--- config.mk ---
export PLATFORM = sky130hd
export DESIGN_NAME = desc_rx_dma
export DESIGN_NICKNAME = d
export VERILOG_FILES = /design/src/rtl/desc_rx_pkg.sv /design/src/rtl/desc_rx_rst_sync.sv /design/src/rtl/desc_rx_regs.sv /design/src/rtl/desc_rx_engine.sv /design/src/rtl/desc_rx_dma.sv
export SDC_FILE = /design/constraint.sdc
export NUM_CORES = 1
export LEC_CHECK = 0
export BUFFER_PORTS_ARGS = -buffer_cell sky130_fd_sc_hd__buf_2
export CAP_MARGIN = 10
export CORE_UTILIZATION = 54
export DETAILED_ROUTE_END_ITERATION = 16
export PLACE_DENSITY = 0.73
export SLEW_MARGIN = 30
export SYNTH_ARGS = -nofsm -noshare
export SYNTH_HDL_FRONTEND = slang
export SYNTH_SLANG_ARGS = --single-unit
export TNS_END_PERCENT = 1
--- constraint.sdc ---
create_clock -name clk -period 6 [get_ports clk]
set_input_delay 0.6 -clock clk [delete_from_list [all_inputs] [get_ports clk]]
set_output_delay 0.6 -clock clk [all_outputs]
set_load 0.03 [all_outputs]
--- src/rtl/desc_rx_pkg.sv ---
package desc_rx_pkg;
  localparam int WORD_W     = 32;
  localparam int BYTE_LANES = WORD_W / 8;
  localparam int REG_IDX_W  = 4;
  localparam int CAUSE_W    = 4;
  localparam int DESC_WORDS = 4;

  // register indices
  localparam logic [REG_IDX_W-1:0] RI_ENABLE = 4'd0;
  localparam logic [REG_IDX_W-1:0] RI_START  = 4'd1;
  localparam logic [REG_IDX_W-1:0] RI_DESC   = 4'd2;
  localparam logic [REG_IDX_W-1:0] RI_WPOS   = 4'd3;
  localparam logic [REG_IDX_W-1:0] RI_CTX    = 4'd4;
  localparam logic [REG_IDX_W-1:0] RI_MASK   = 4'd5;
  localparam logic [REG_IDX_W-1:0] RI_ACK    = 4'd6;
  localparam logic [REG_IDX_W-1:0] RI_RAW    = 4'd7;
  localparam logic [REG_IDX_W-1:0] RI_MASKED = 4'd8;
  localparam logic [REG_IDX_W-1:0] RI_STATUS = 4'd9;

  // descriptor word slots
  localparam int DW_NEXT  = 0;
  localparam int DW_BUF   = 1;
  localparam int DW_END   = 2;
  localparam int DW_FLAGS = 3;

  // flag bit positions
  localparam int FB_LAST  = 0;
  localparam int FB_INTR  = 1;
  localparam int FB_INEOP = 4;

  // cause bit positions
  localparam int CB_DONE0 = 0;
  localparam int CB_DONE1 = 1;
  localparam int CB_EOP   = 3;

  localparam logic [WORD_W-1:0] CTX_OFF_MARK = 32'h0000_0001;

  typedef enum logic [2:0] {
    ES_IDLE,
    ES_FETCH,
    ES_RUN,
    ES_WB_END,
    ES_WB_FLAGS,
    ES_CTX
  } eng_state_e;
endpackage

--- src/rtl/desc_rx_rst_sync.sv ---
module desc_rx_rst_sync #(
  parameter int STAGES = 2
) (
  input  logic clk,
  input  logic rst_n,
  output logic rst_sync_n
);
  logic [STAGES-1:0] sync_q;

  always_ff @(posedge clk or negedge rst_n) begin
    if (!rst_n) sync_q <= '0;
    else        sync_q <= {sync_q[STAGES-2:0], 1'b1};
  end

  assign rst_sync_n = sync_q[STAGES-1];
endmodule

--- src/rtl/desc_rx_regs.sv ---
module desc_rx_regs
  import desc_rx_pkg::*;
#(
  parameter int ADDR_W = 16
) (
  input  logic                 clk,
  input  logic                 rst_n,
  input  logic                 reg_wr,
  input  logic [REG_IDX_W-1:0] reg_addr,
  input  logic [WORD_W-1:0]    reg_wdata,
  input  logic [CAUSE_W-1:0]   set_cause,
  input  logic [ADDR_W-1:0]    eng_wpos,
  input  logic [ADDR_W-1:0]    eng_desc,
  input  logic                 eng_active,
  input  logic                 eng_last,
  output logic                 cfg_en,
  output logic                 start_cmd,
  output logic                 desc_wr,
  output logic [ADDR_W-1:0]    ctx_ptr,
  output logic [WORD_W-1:0]    reg_rdata,
  output logic [CAUSE_W-1:0]   raw_q,
  output logic [WORD_W-1:0]    mask_q,
  output logic                 irq
);
  logic                en_q, en_d;
  logic [ADDR_W-1:0]   ctx_q, ctx_d;
  logic [CAUSE_W-1:0]  raw_d;
  logic [WORD_W-1:0]   mask_d;
  logic [CAUSE_W-1:0]  ack_bits;
  logic [WORD_W-1:0]   masked;

  assign ack_bits  = (reg_wr && reg_addr == RI_ACK) ? reg_wdata[CAUSE_W-1:0] : '0;
  assign start_cmd = reg_wr && reg_addr == RI_START && reg_wdata[0];
  assign desc_wr   = reg_wr && reg_addr == RI_DESC;

  always_comb begin
    en_d   = en_q;
    ctx_d  = ctx_q;
    mask_d = mask_q;
    if (reg_wr && reg_addr == RI_ENABLE) en_d   = reg_wdata[0];
    if (reg_wr && reg_addr == RI_CTX)    ctx_d  = reg_wdata[ADDR_W-1:0];
    if (reg_wr && reg_addr == RI_MASK)   mask_d = reg_wdata;
    // a new cause in the same cycle as its acknowledge survives
    raw_d = (raw_q & ~ack_bits) | set_cause;
  end

  always_ff @(posedge clk or negedge rst_n) begin
    if (!rst_n) begin
      en_q   <= 1'b0;
      ctx_q  <= '0;
      mask_q <= '0;
      raw_q  <= '0;
    end else begin
      en_q   <= en_d;
      ctx_q  <= ctx_d;
      mask_q <= mask_d;
      raw_q  <= raw_d;
    end
  end

  assign masked  = WORD_W'(raw_q) & mask_q;
  assign irq     = |masked;
  assign cfg_en  = en_q;
  assign ctx_ptr = ctx_q;

  always_comb begin
    case (reg_addr)
      RI_ENABLE: reg_rdata = WORD_W'(en_q);
      RI_DESC:   reg_rdata = WORD_W'(eng_desc);
      RI_WPOS:   reg_rdata = WORD_W'(eng_wpos);
      RI_CTX:    reg_rdata = WORD_W'(ctx_q);
      RI_MASK:   reg_rdata = mask_q;
      RI_RAW:    reg_rdata = WORD_W'(raw_q);
      RI_MASKED: reg_rdata = masked;
      RI_STATUS: reg_rdata = WORD_W'({eng_last, eng_active});
      default:   reg_rdata = '0;
    endcase
  end
endmodule

--- src/rtl/desc_rx_engine.sv ---
module desc_rx_engine
  import desc_rx_pkg::*;
#(
  parameter int ADDR_W = 16
) (
  input  logic                  clk,
  input  logic                  rst_n,
  input  logic                  cfg_en,
  input  logic                  start_cmd,
  input  logic                  desc_wr,
  input  logic [ADDR_W-1:0]     desc_wdata,
  input  logic [ADDR_W-1:0]     ctx_ptr,
  input  logic                  in_valid,
  input  logic [7:0]            in_data,
  input  logic                  in_eop,
  output logic                  in_ready,
  output logic                  mem_req,
  output logic                  mem_we,
  output logic [ADDR_W-1:0]     mem_addr,
  output logic [BYTE_LANES-1:0] mem_be,
  output logic [WORD_W-1:0]     mem_wdata,
  input  logic [WORD_W-1:0]     mem_rdata,
  output logic [CAUSE_W-1:0]    set_cause,
  output logic [ADDR_W-1:0]     wpos,
  output logic [ADDR_W-1:0]     desc_ptr,
  output logic                  active,
  output logic                  last_hit
);
  localparam int PTR_SLOTS = DESC_WORDS - 1;
  localparam int CNT_W     = $clog2(DESC_WORDS + 1);
  localparam logic [ADDR_W-1:0] PTR_ONE   = ADDR_W'(1);
  localparam logic [ADDR_W-1:0] OFS_END   = ADDR_W'(4 * DW_END);
  localparam logic [ADDR_W-1:0] OFS_FLAGS = ADDR_W'(4 * DW_FLAGS);
  localparam logic [CNT_W-1:0]  CNT_DONE  = CNT_W'(DESC_WORDS);

  eng_state_e        st_q, st_d;
  logic [CNT_W-1:0]  cnt_q, cnt_d;
  logic [ADDR_W-1:0] wpos_q, wpos_d;
  logic [ADDR_W-1:0] desc_q, desc_d;
  logic              eop_q, eop_d;
  logic              last_q, last_d;
  logic [DESC_WORDS-1:0]            cap_en;
  logic [PTR_SLOTS-1:0][ADDR_W-1:0] ptr_w;
  logic [WORD_W-1:0] flags_q;
  logic [ADDR_W-1:0] wpos_inc;
  logic              room;

  // descriptor word capture: slot k arrives one cycle after read k
  for (genvar k = 0; k < DESC_WORDS; k++) begin : g_cap
    assign cap_en[k] = (st_q == ES_FETCH) && (cnt_q == CNT_W'(k + 1));
  end

  for (genvar k = 0; k < PTR_SLOTS; k++) begin : g_slot
    logic [ADDR_W-1:0] slot_q;
    always_ff @(posedge clk or negedge rst_n) begin
      if (!rst_n)         slot_q <= '0;
      else if (cap_en[k]) slot_q <= mem_rdata[ADDR_W-1:0];
    end
    assign ptr_w[k] = slot_q;
  end

  always_ff @(posedge clk or negedge rst_n) begin
    if (!rst_n)                flags_q <= '0;
    else if (cap_en[DW_FLAGS]) flags_q <= mem_rdata;
  end

  assign wpos_inc = wpos_q + PTR_ONE;
  assign room     = (wpos_q != ptr_w[DW_END]);

  always_comb begin
    st_d      = st_q;
    cnt_d     = cnt_q;
    wpos_d    = wpos_q;
    desc_d    = desc_q;
    eop_d     = eop_q;
    last_d    = last_q;
    in_ready  = 1'b0;
    mem_req   = 1'b0;
    mem_we    = 1'b0;
    mem_addr  = '0;
    mem_be    = '0;
    mem_wdata = '0;
    set_cause = '0;
    if (!cfg_en) begin
      st_d = ES_IDLE;
      cnt_d = '0;
      if (desc_wr && st_q == ES_IDLE) desc_d = desc_wdata;
    end else begin
      case (st_q)
        ES_IDLE: begin
          if (desc_wr) desc_d = desc_wdata;
          if (start_cmd) begin
            last_d = 1'b0;
            cnt_d  = '0;
            st_d   = ES_FETCH;
          end
        end
        ES_FETCH: begin
          if (cnt_q != CNT_DONE) begin
            mem_req  = 1'b1;
            mem_addr = desc_q + ADDR_W'({cnt_q[1:0], 2'b00});
            cnt_d    = cnt_q + CNT_W'(1);
          end else begin
            wpos_d = ptr_w[DW_BUF];
            cnt_d  = '0;
            st_d   = ES_RUN;
          end
        end
        ES_RUN: begin
          in_ready = room;
          if (in_valid && room) begin
            mem_req   = 1'b1;
            mem_we    = 1'b1;
            mem_addr  = {wpos_q[ADDR_W-1:2], 2'b00};
            mem_be    = BYTE_LANES'(1) << wpos_q[1:0];
            mem_wdata = {BYTE_LANES{in_data}};
            wpos_d    = wpos_inc;
            if (wpos_inc == ptr_w[DW_END] || in_eop) begin
              eop_d = in_eop;
              if (flags_q[FB_INTR]) begin
                set_cause[CB_DONE0] = 1'b1;
                set_cause[CB_DONE1] = 1'b1;
              end
              set_cause[CB_EOP] = in_eop;
              st_d = ES_WB_END;
            end
          end
        end
        ES_WB_END: begin
          mem_req   = 1'b1;
          mem_we    = 1'b1;
          mem_addr  = desc_q + OFS_END;
          mem_be    = '1;
          mem_wdata = WORD_W'(wpos_q);
          st_d      = ES_WB_FLAGS;
        end
        ES_WB_FLAGS: begin
          mem_req   = 1'b1;
          mem_we    = 1'b1;
          mem_addr  = desc_q + OFS_FLAGS;
          mem_be    = '1;
          mem_wdata = flags_q | (WORD_W'(eop_q) << FB_INEOP);
          if (flags_q[FB_LAST]) begin
            st_d = ES_CTX;
          end else begin
            desc_d = ptr_w[DW_NEXT];
            cnt_d  = '0;
            st_d   = ES_FETCH;
          end
        end
        ES_CTX: begin
          mem_req   = 1'b1;
          mem_we    = 1'b1;
          mem_addr  = ctx_ptr;
          mem_be    = '1;
          mem_wdata = CTX_OFF_MARK;
          last_d    = 1'b1;
          st_d      = ES_IDLE;
        end
        default: st_d = ES_IDLE;
      endcase
    end
  end

  always_ff @(posedge clk or negedge rst_n) begin
    if (!rst_n) begin
      st_q   <= ES_IDLE;
      cnt_q  <= '0;
      wpos_q <= '0;
      desc_q <= '0;
      eop_q  <= 1'b0;
      last_q <= 1'b0;
    end else begin
      st_q   <= st_d;
      cnt_q  <= cnt_d;
      wpos_q <= wpos_d;
      desc_q <= desc_d;
      eop_q  <= eop_d;
      last_q <= last_d;
    end
  end

  assign wpos     = wpos_q;
  assign desc_ptr = desc_q;
  assign active   = (st_q != ES_IDLE);
  assign last_hit = last_q;
endmodule

--- src/rtl/desc_rx_dma.sv ---
module desc_rx_dma
  import desc_rx_pkg::*;
#(
  parameter int ADDR_W = 16
) (
  input  logic                 clk,
  input  logic                 rst_n,
  input  logic                 reg_wr,
  input  logic [REG_IDX_W-1:0] reg_addr,
  input  logic [WORD_W-1:0]    reg_wdata,
  output logic [WORD_W-1:0]    reg_rdata,
  input  logic                 in_valid,
  input  logic [7:0]           in_data,
  input  logic                 in_eop,
  output logic                 in_ready,
  output logic                 mem_req,
  output logic                 mem_we,
  output logic [ADDR_W-1:0]    mem_addr,
  output logic [3:0]           mem_be,
  output logic [WORD_W-1:0]    mem_wdata,
  input  logic [WORD_W-1:0]    mem_rdata,
  output logic                 irq
);
  logic                rst_core_n;
  logic                cfg_en;
  logic                start_cmd;
  logic                desc_wr;
  logic [ADDR_W-1:0]   ctx_ptr;
  logic [CAUSE_W-1:0]  set_cause;
  logic [CAUSE_W-1:0]  raw_vec;
  logic [WORD_W-1:0]   mask_vec;
  logic [ADDR_W-1:0]   wpos;
  logic [ADDR_W-1:0]   desc_ptr;
  logic                eng_active;
  logic                eng_last;

  desc_rx_rst_sync #(.STAGES(2)) u_rst (
    .clk        (clk),
    .rst_n      (rst_n),
    .rst_sync_n (rst_core_n)
  );

  desc_rx_regs #(.ADDR_W(ADDR_W)) u_regs (
    .clk        (clk),
    .rst_n      (rst_core_n),
    .reg_wr     (reg_wr),
    .reg_addr   (reg_addr),
    .reg_wdata  (reg_wdata),
    .set_cause  (set_cause),
    .eng_wpos   (wpos),
    .eng_desc   (desc_ptr),
    .eng_active (eng_active),
    .eng_last   (eng_last),
    .cfg_en     (cfg_en),
    .start_cmd  (start_cmd),
    .desc_wr    (desc_wr),
    .ctx_ptr    (ctx_ptr),
    .reg_rdata  (reg_rdata),
    .raw_q      (raw_vec),
    .mask_q     (mask_vec),
    .irq        (irq)
  );

  desc_rx_engine #(.ADDR_W(ADDR_W)) u_eng (
    .clk        (clk),
    .rst_n      (rst_core_n),
    .cfg_en     (cfg_en),
    .start_cmd  (start_cmd),
    .desc_wr    (desc_wr),
    .desc_wdata (reg_wdata[ADDR_W-1:0]),
    .ctx_ptr    (ctx_ptr),
    .in_valid   (in_valid),
    .in_data    (in_data),
    .in_eop     (in_eop),
    .in_ready   (in_ready),
    .mem_req    (mem_req),
    .mem_we     (mem_we),
    .mem_addr   (mem_addr),
    .mem_be     (mem_be),
    .mem_wdata  (mem_wdata),
    .mem_rdata  (mem_rdata),
    .set_cause  (set_cause),
    .wpos       (wpos),
    .desc_ptr   (desc_ptr),
    .active     (eng_active),
    .last_hit   (eng_last)
  );
endmodule

==> flow_summary.yaml, run 1 <==
run_status:
  status: "finished, final reports clean"
synthesis:
  syn_area_um2: 10200
  synth_commonest_cells: "175 x dfrtp_1, 129 x mux2_2, 127 x nand2_1, 78 x a21oi_1, 53 x o21ai_0"
  synth-async-reset-ratio_pct: 100
  synth_edf_count: 0
  yosys.area.top_type: "dfrtp_1"
  syn-instance-count: 1027
  syn_area_per_cell_um2: 9.95
  ys_ff_latch: 175
  synth_top_area_share_pct: 42.9
  syn-num-nets: 1124
  synthFlopType: "dfrtp_1"
  post-synth-top-count-cell: "dfrtp_1"
  synth_area_leaders: "dfrtp_1 43%, mux2_2 14%, nand2_1 4.7%"
  ys.warnings.count: 0
  yosysSeqAreaShare_pct: 42.9
  ys_types: 78
timing:
  finClkSkew_ns: 0.00900
  layout_min_cycle_time_ns: 3.74
  setup_violations: 0
  maxSlewHeadroom_pct: 38.3
  hold_viol_final: 0
  rsz0062_at_grt: "no"
  worst_slew_pin_slew_ns: 0.926
  maxSlewViolCount: 0
  hold_ws_ns: 0.336
  fmax_ghz: 0.268
  period_share_pct: 62.3
  setup_tns_ns: 0
placement:
  place_area_um2: 11100
  dp_hpwl_um: 20700
  io_buffers: 168
  gp_congestion: 0.971
die:
  rows: 49
  dieArea_um2: 19500
  die_y_um: 140
  initial_core_util_pct: 55.9
  core_um2: 18300
  ios: 169
  die_w_um: 140
routing:
  ant_nets: 0
  finalWirelength_um: 29900
  vias: 8801
  first_iter_violations: 963
  viasPerCell: 6.32
  wl_per_cell_um: 21.4
  drc: 0
  drtPass1Iterations: 7
critical_path:
  crit_path_end: "mem_addr[8]"
  cp_num_buf_inv: 1
  crit_chain: "or3b_4, a21oi_4, a22o_1, a21oi_1, nor4_1, a221oi_1, a21oi_1, buf_2"
  worst-path-stages: 8
  critPathLaunchType: "register"
  reg2reg_slack_ns: 3.05
  r2r-end: "u_eng.wpos[6]"
  endpoint_kind: "output port"
  reg2reg_depth: 7
  critPathSlowestCell: "dfrtp_1"
  cp_data_required_time_ns: 5.40
  slowest_delay_ns: 0.76
  rr_startpoint: "u_eng.st_q[1]"
  critPathArrivalTime_ns: 3.14
  critical_path_class: "reg -> out"
  cp_common_cell: "a21oi_1"
  crit_family: "compound AO/OA/AOI/OAI gates"
  critPathLaunch: "u_eng.st_q[0]"
  critical_path.max_fanout: 22
grt:
  antenna_found_initial: 0
  grt_max_degree: 174
  grt_remaining_overflow: 0
  grt_pass1_wl_um: 46800
  track_usage_pct: 31.1
  grt_pass1_vias: 8398
clock_tree:
  clock_sinks: 175
  cts-buffers-inserted: 17
  htree_num_levels: 4
  cts_root_buf: "clkbuf_16"
  ctsResizeCount: 0
  clk_pin_slew_worst_paths_ns: 0.07
  cts_tree: "yes"
  clockBufferDepth: 2
  clock_latency_ns: 0.44
worst_hold_path:
  hold_class: "reg -> async"
layout:
  design_area_um2: 11700
  layout.nets: 1248
  seq_area_um2: 4380
  multi_input_area_um2: 5420
  diodes: 0
  fillers: 1498
  final_layout_size_suffix_gt1_share_pct: 32.6
  area_delta_synth_final_pct: 14.9
pwr:
  power_density_nw_per_um2: 246
  vdd.ir_drop.worst_uv: 213
  p_leak_nw: 5.27
job:
  max-cap-violations: 0
-- cell type report --
type | count | area share, %
Tap cell | 229 | 2.44
Clock inverter | 12 | 1.36
Multi-Input combinational cell | 758 | 46.2
Sequential cell | 175 | 37.3
Inverter | 18 | 0.576
Clock buffer | 20 | 3.81
Timing Repair Buffer | 181 | 8.29
-- state kept, by name, summed over array words and instances (netlist names) --
signal,flops
u_eng.eop_q,1
u_regs.cfg_en,1
u_regs.ctx_ptr,16
u_regs.raw_q,4
u_eng.g_slot.slot_q,48
u_eng.flags_q,32
u_regs.mask_q,32
u_rst.sync_q,2
u_eng.wpos,16
u_eng.st_q,3
u_eng.cnt_q,3
u_eng.desc_ptr,16
u_eng.last_hit,1
-- power by group --
group	switching [mW]	internal, mW	total [mW]
Clock	0.493	0.670	1.16
Sequential	0.123	1.29	1.41
Combinational	0.162	0.147	0.308
Total	0.778	2.11	2.88
-- worst min path at each step --
stage | end | slack (ns) | depth (start not counted)
after floorplan | u_rst.sync_q[0] | 0.30 | 0
after global routing | u_rst.sync_q[1] | 0.37 | 0
final | u_regs.ctx_ptr[14] | 0.34 | 1
after CTS | u_rst.sync_q[1] | 0.36 | 0
after detailed placement | u_rst.sync_q[1] | 0.34 | 0
after global placement | u_rst.sync_q[1] | 0.34 | 0
-- cell usage in the layout, fill, tap and decap left out, types with 5 or more instances in the layout --
| master | Yosys | routed |
|---|---|---|
| a21oi_1 | 78 | 78 |
| a21oi_2 | 6 | 6 |
| a221oi_1 | 8 | 8 |
| a222oi_1 | 7 | 7 |
| a22o_1 | 5 | 5 |
| a22oi_1 | 45 | 45 |
| a31oi_1 | 14 | 14 |
| and2_1 | 8 | 8 |
| and3_1 | 21 | 21 |
| buf_2 | 25 | 168 |
| buf_4 | 2 | 10 |
| clkbuf_16 | 0 | 17 |
| dfrtp_1 | 175 | 174 |
| ha_1 | 15 | 15 |
| inv_1 | 18 | 18 |
| mux2_2 | 129 | 129 |
| mux2i_1 | 18 | 18 |
| nand2_1 | 127 | 125 |
| nand2b_1 | 10 | 10 |
| nand3_1 | 25 | 25 |
| nand4_1 | 6 | 6 |
| nor2_1 | 36 | 33 |
| nor2b_1 | 7 | 6 |
| nor3_1 | 11 | 10 |
| o211ai_1 | 7 | 7 |
| o21ai_0 | 53 | 53 |
| o21ai_1 | 8 | 8 |
| o22ai_1 | 8 | 8 |
| or3_1 | 6 | 6 |
| xnor2_1 | 9 | 9 |
| xor2_1 | 21 | 21 |
-- routing by layer --
layer  routed length (um)  GRT usage [%]  vias to the layer above
met3                 2260           5.20                       38
met4                  578           9.02                        0
li1                     -              -                     3974
met5                    0              0                        -
met2                14400           50.9                      420
met1                12600           42.8                     4369
-- worst register-to-register path, delay by kind of cell (launching register included) --
family                 cells  cell delay [ns]
AND/OR/NAND/NOR            2             0.74
AO/OA/AOI/OAI              3             1.02
buffers and inverters      2             0.55
flip-flops                 1             0.56
-- kinds of logic (layout without fill, tap and decap cells) --
group / Yosys count / in the layout / share of synthesized area, %
other: 1 / 1 / 0.0367
adders and majority gates: 16 / 16 / 2.03
and+or+nand+nor: 293 / 293 / 14.8
muxes: 147 / 147 / 16.0
DFF: 175 / 175 / 42.9
xor gates and xnor gates: 32 / 32 / 3.00
buffers and inverters: 94 / 231 / 4.35
AOI/OAI and AO/OA: 269 / 269 / 17.0
-- stage by stage --
stage	worst slack (ns)	cells	total power, mW	utilization, %
2_1_floorplan	0.763	1027	1.61	-
3_3_place_gp	2.80	1359	1.72	60.7
3_5_place_dp	2.77	1359	1.73	60.7
4_1_cts	2.30	1392	2.89	64.1
5_1_grt	2.07	1393	2.99	64.3
6_report	2.26	1393	2.88	64.3
-- what timing repair did --
item,CTS,global route
endpoints found under the hold margin,2,0
hold buffers,1,0
setup buffers,0,0
No activity file was read; power rests on OpenSTA's default activity.
==> run 2: changes to the inputs <==
==> constraint.sdc (replaced) <==
create_clock -name clk -period 3.5 [get_ports clk]
set_input_delay 0.35 -clock clk [delete_from_list [all_inputs] [get_ports clk]]
set_output_delay 0.35 -clock clk [all_outputs]
set_load 0.03 [all_outputs]
==> flow_summary.yaml, run 2 (synthesis results as in run 1) <==
timing:
  hold_ws_ns: 0.145
  setup_tns_ns: 0
  maxSlewHeadroom_pct: 34.4
  rsz0062_at_grt: "no"
  maxSlewViolCount: 0
  worst_slew_pin_slew_ns: 0.982
  layout_setup_ws_ns: 0.201
  layout_min_cycle_time_ns: 3.30
  hold_viol_final: 0
  fmax_ghz: 0.303
  finClkSkew_ns: 0.00997
  setup_violations: 0
  period_share_pct: 94.3
routing:
  first_iter_violations: 1051
  wl_per_cell_um: 21.7
  finalWirelength_um: 30300
  drtPass1Iterations: 6
  viasPerCell: 6.31
  drc: 0
  vias: 8838
  ant_nets: 0
placement:
  place_ws_ns: 0.652
  gp_congestion: 0.965
  io_buffers: 168
  dp_hpwl_um: 21700
  place_area_um2: 11200
worst_hold_path:
  hold_class: "in -> reg"
  whs_endpoint: "u_regs.mask_q[25]"
  hp-start: "reg_wdata[25]"
  holdPathStages: 2
grt:
  antenna_found_initial: 1
  grt_pass1_vias: 8611
  gr-usage-met2_pct: 50.7
  grt_max_degree: 53
  track_usage_pct: 32.0
  grt_use_met1_pct: 43.9
  grt_busiest_layer: "met2"
  grtUsageMet3_pct: 6.26
  grt_pass1_wl_um: 47900
  grt_remaining_overflow: 0
critical_path:
  reg2reg_slack_ns: 0.61
  critical_path_class: "reg -> out"
  crit_chain: "xor2_1, nor4_4, nand4_2, and3_4, a222oi_1, a31oi_1, buf_2"
  critPathLaunchType: "register"
  cp_data_required_time_ns: 3.15
  reg2reg_depth: 7
  critical_path.max_fanout: 29
  critPathSlowestCell: "dfrtp_1"
  critPathArrivalTime_ns: 2.95
  crit_family: "simple AND/OR/NAND/NOR gates"
  rr_startpoint: "u_eng.wpos[9]"
  cp_num_buf_inv: 1
  r2r-end: "u_eng.wpos[2]"
  endpoint_kind: "output port"
  slowest_delay_ns: 0.67
layout:
  layout.nets: 1256
  mostFrequentLayoutCells: "174 x dfrtp_1, 168 x buf_2, 129 x mux2_2"
  largest_reg_flops: 48
  design_area_um2: 11800
  area_delta_synth_final_pct: 15.2
  final_common_cell: "dfrtp_1"
  top_register: "u_eng.g_slot.slot_q"
  final_layout_size_suffix_gt1_share_pct: 32.9
  reg_top3: "u_eng.g_slot.slot_q x48, u_eng.flags_q x32, u_regs.mask_q x32"
clock_tree:
  clock_latency_ns: 0.43
  cts_setup_buffers: 0
  cts_hold_buf: 1
  htree_num_levels: 4
  clk_pin_slew_worst_paths_ns: 0.07
  cts_root_buf: "clkbuf_16"
  ctsResizeCount: 0
  clockBufferDepth: 2
  clock_sinks: 175
  cts_tree: "yes"
  cts-buffers-inserted: 17
die:
  initial_core_util_pct: 55.9
  ios: 169
  rows: 49
  core_um2: 18300
  dieArea_um2: 19500
  die_y_um: 140
  die_w_um: 140
pwr:
  vdd.ir_drop.worst_uv: 349
  p_total_mw: 4.95
  p_leak_nw: 5.31
  power_density_nw_per_um2: 420
job:
  max-cap-violations: 0
run_status:
  status: "finished, final reports clean"
==> run 2: changes by cell type in the layout (fill, tap and decap cells not counted), sizes merged <==
cell	before	now
clkbuf	20	19
clkinv	2	1
diode	0	1
clkinvlp	4	3
inv	21	22
buf	180	188
==> run 2: worst max path at each step <==
stage                                from  slack, ns  cells past startpoint              to
final                       u_eng.wpos[9]       0.20                      7    mem_addr[12]
after global routing        u_eng.wpos[9]      0.008                      7    mem_wdata[4]
after CTS                   u_eng.wpos[9]       0.21                      7    mem_addr[12]
after detailed placement    u_eng.wpos[9]       0.65                      7   u_eng.wpos[2]
after global placement      u_eng.wpos[9]       0.69                      7    mem_wdata[0]
after floorplan           u_rst.sync_q[1]       0.61                      0  u_eng.cnt_q[0]
==> run 2: stage by stage <==
stage,cells,util (%)
2_1_floorplan,1027,-
6_report,1400,64.5
5_1_grt,1400,64.5
3_5_place_dp,1368,61.0
4_1_cts,1399,64.4
3_3_place_gp,1368,61.0
==> run 2: area by class of cell <==
cell class                      instances  area, um^2
Multi-Input combinational cell        758        5410
Clock inverter                         11         155
Timing Repair Buffer                  189        1010
Clock buffer                           19         453
Fill cell                            1536        6490
Antenna cell                            1        2.50
Sequential cell                       175        4380
Tap cell                              229         287
Inverter                               18        67.6
==> run 2: power by group <==
part | total [mW] | switching (mW) | leakage (nW) | internal, mW
Sequential | 2.43 | 0.221 | 2.24 | 2.21
Clock | 2.00 | 0.834 | 0.290 | 1.16
Combinational | 0.520 | 0.268 | 2.78 | 0.252
Total | 4.95 | 1.32 | 5.31 | 3.63
==> run 2: worst register-to-register path, cell delays in order (launching register included) <==
cell and delay [ns]:
dfrtp_1 0.67, xor2_1 0.42, nor4_4 0.10, nand4_2 0.13
and3_4 0.47, o21a_2 0.60, o21ai_0 0.26, a22oi_2 0.16
==> run 2: routing by layer <==
metal | wire (um) | part of all wire, %
met5 | 0 | 0
met4 | 673 | 2.2
met3 | 2210 | 7.3
met2 | 14500 | 48
met1 | 13000 | 43
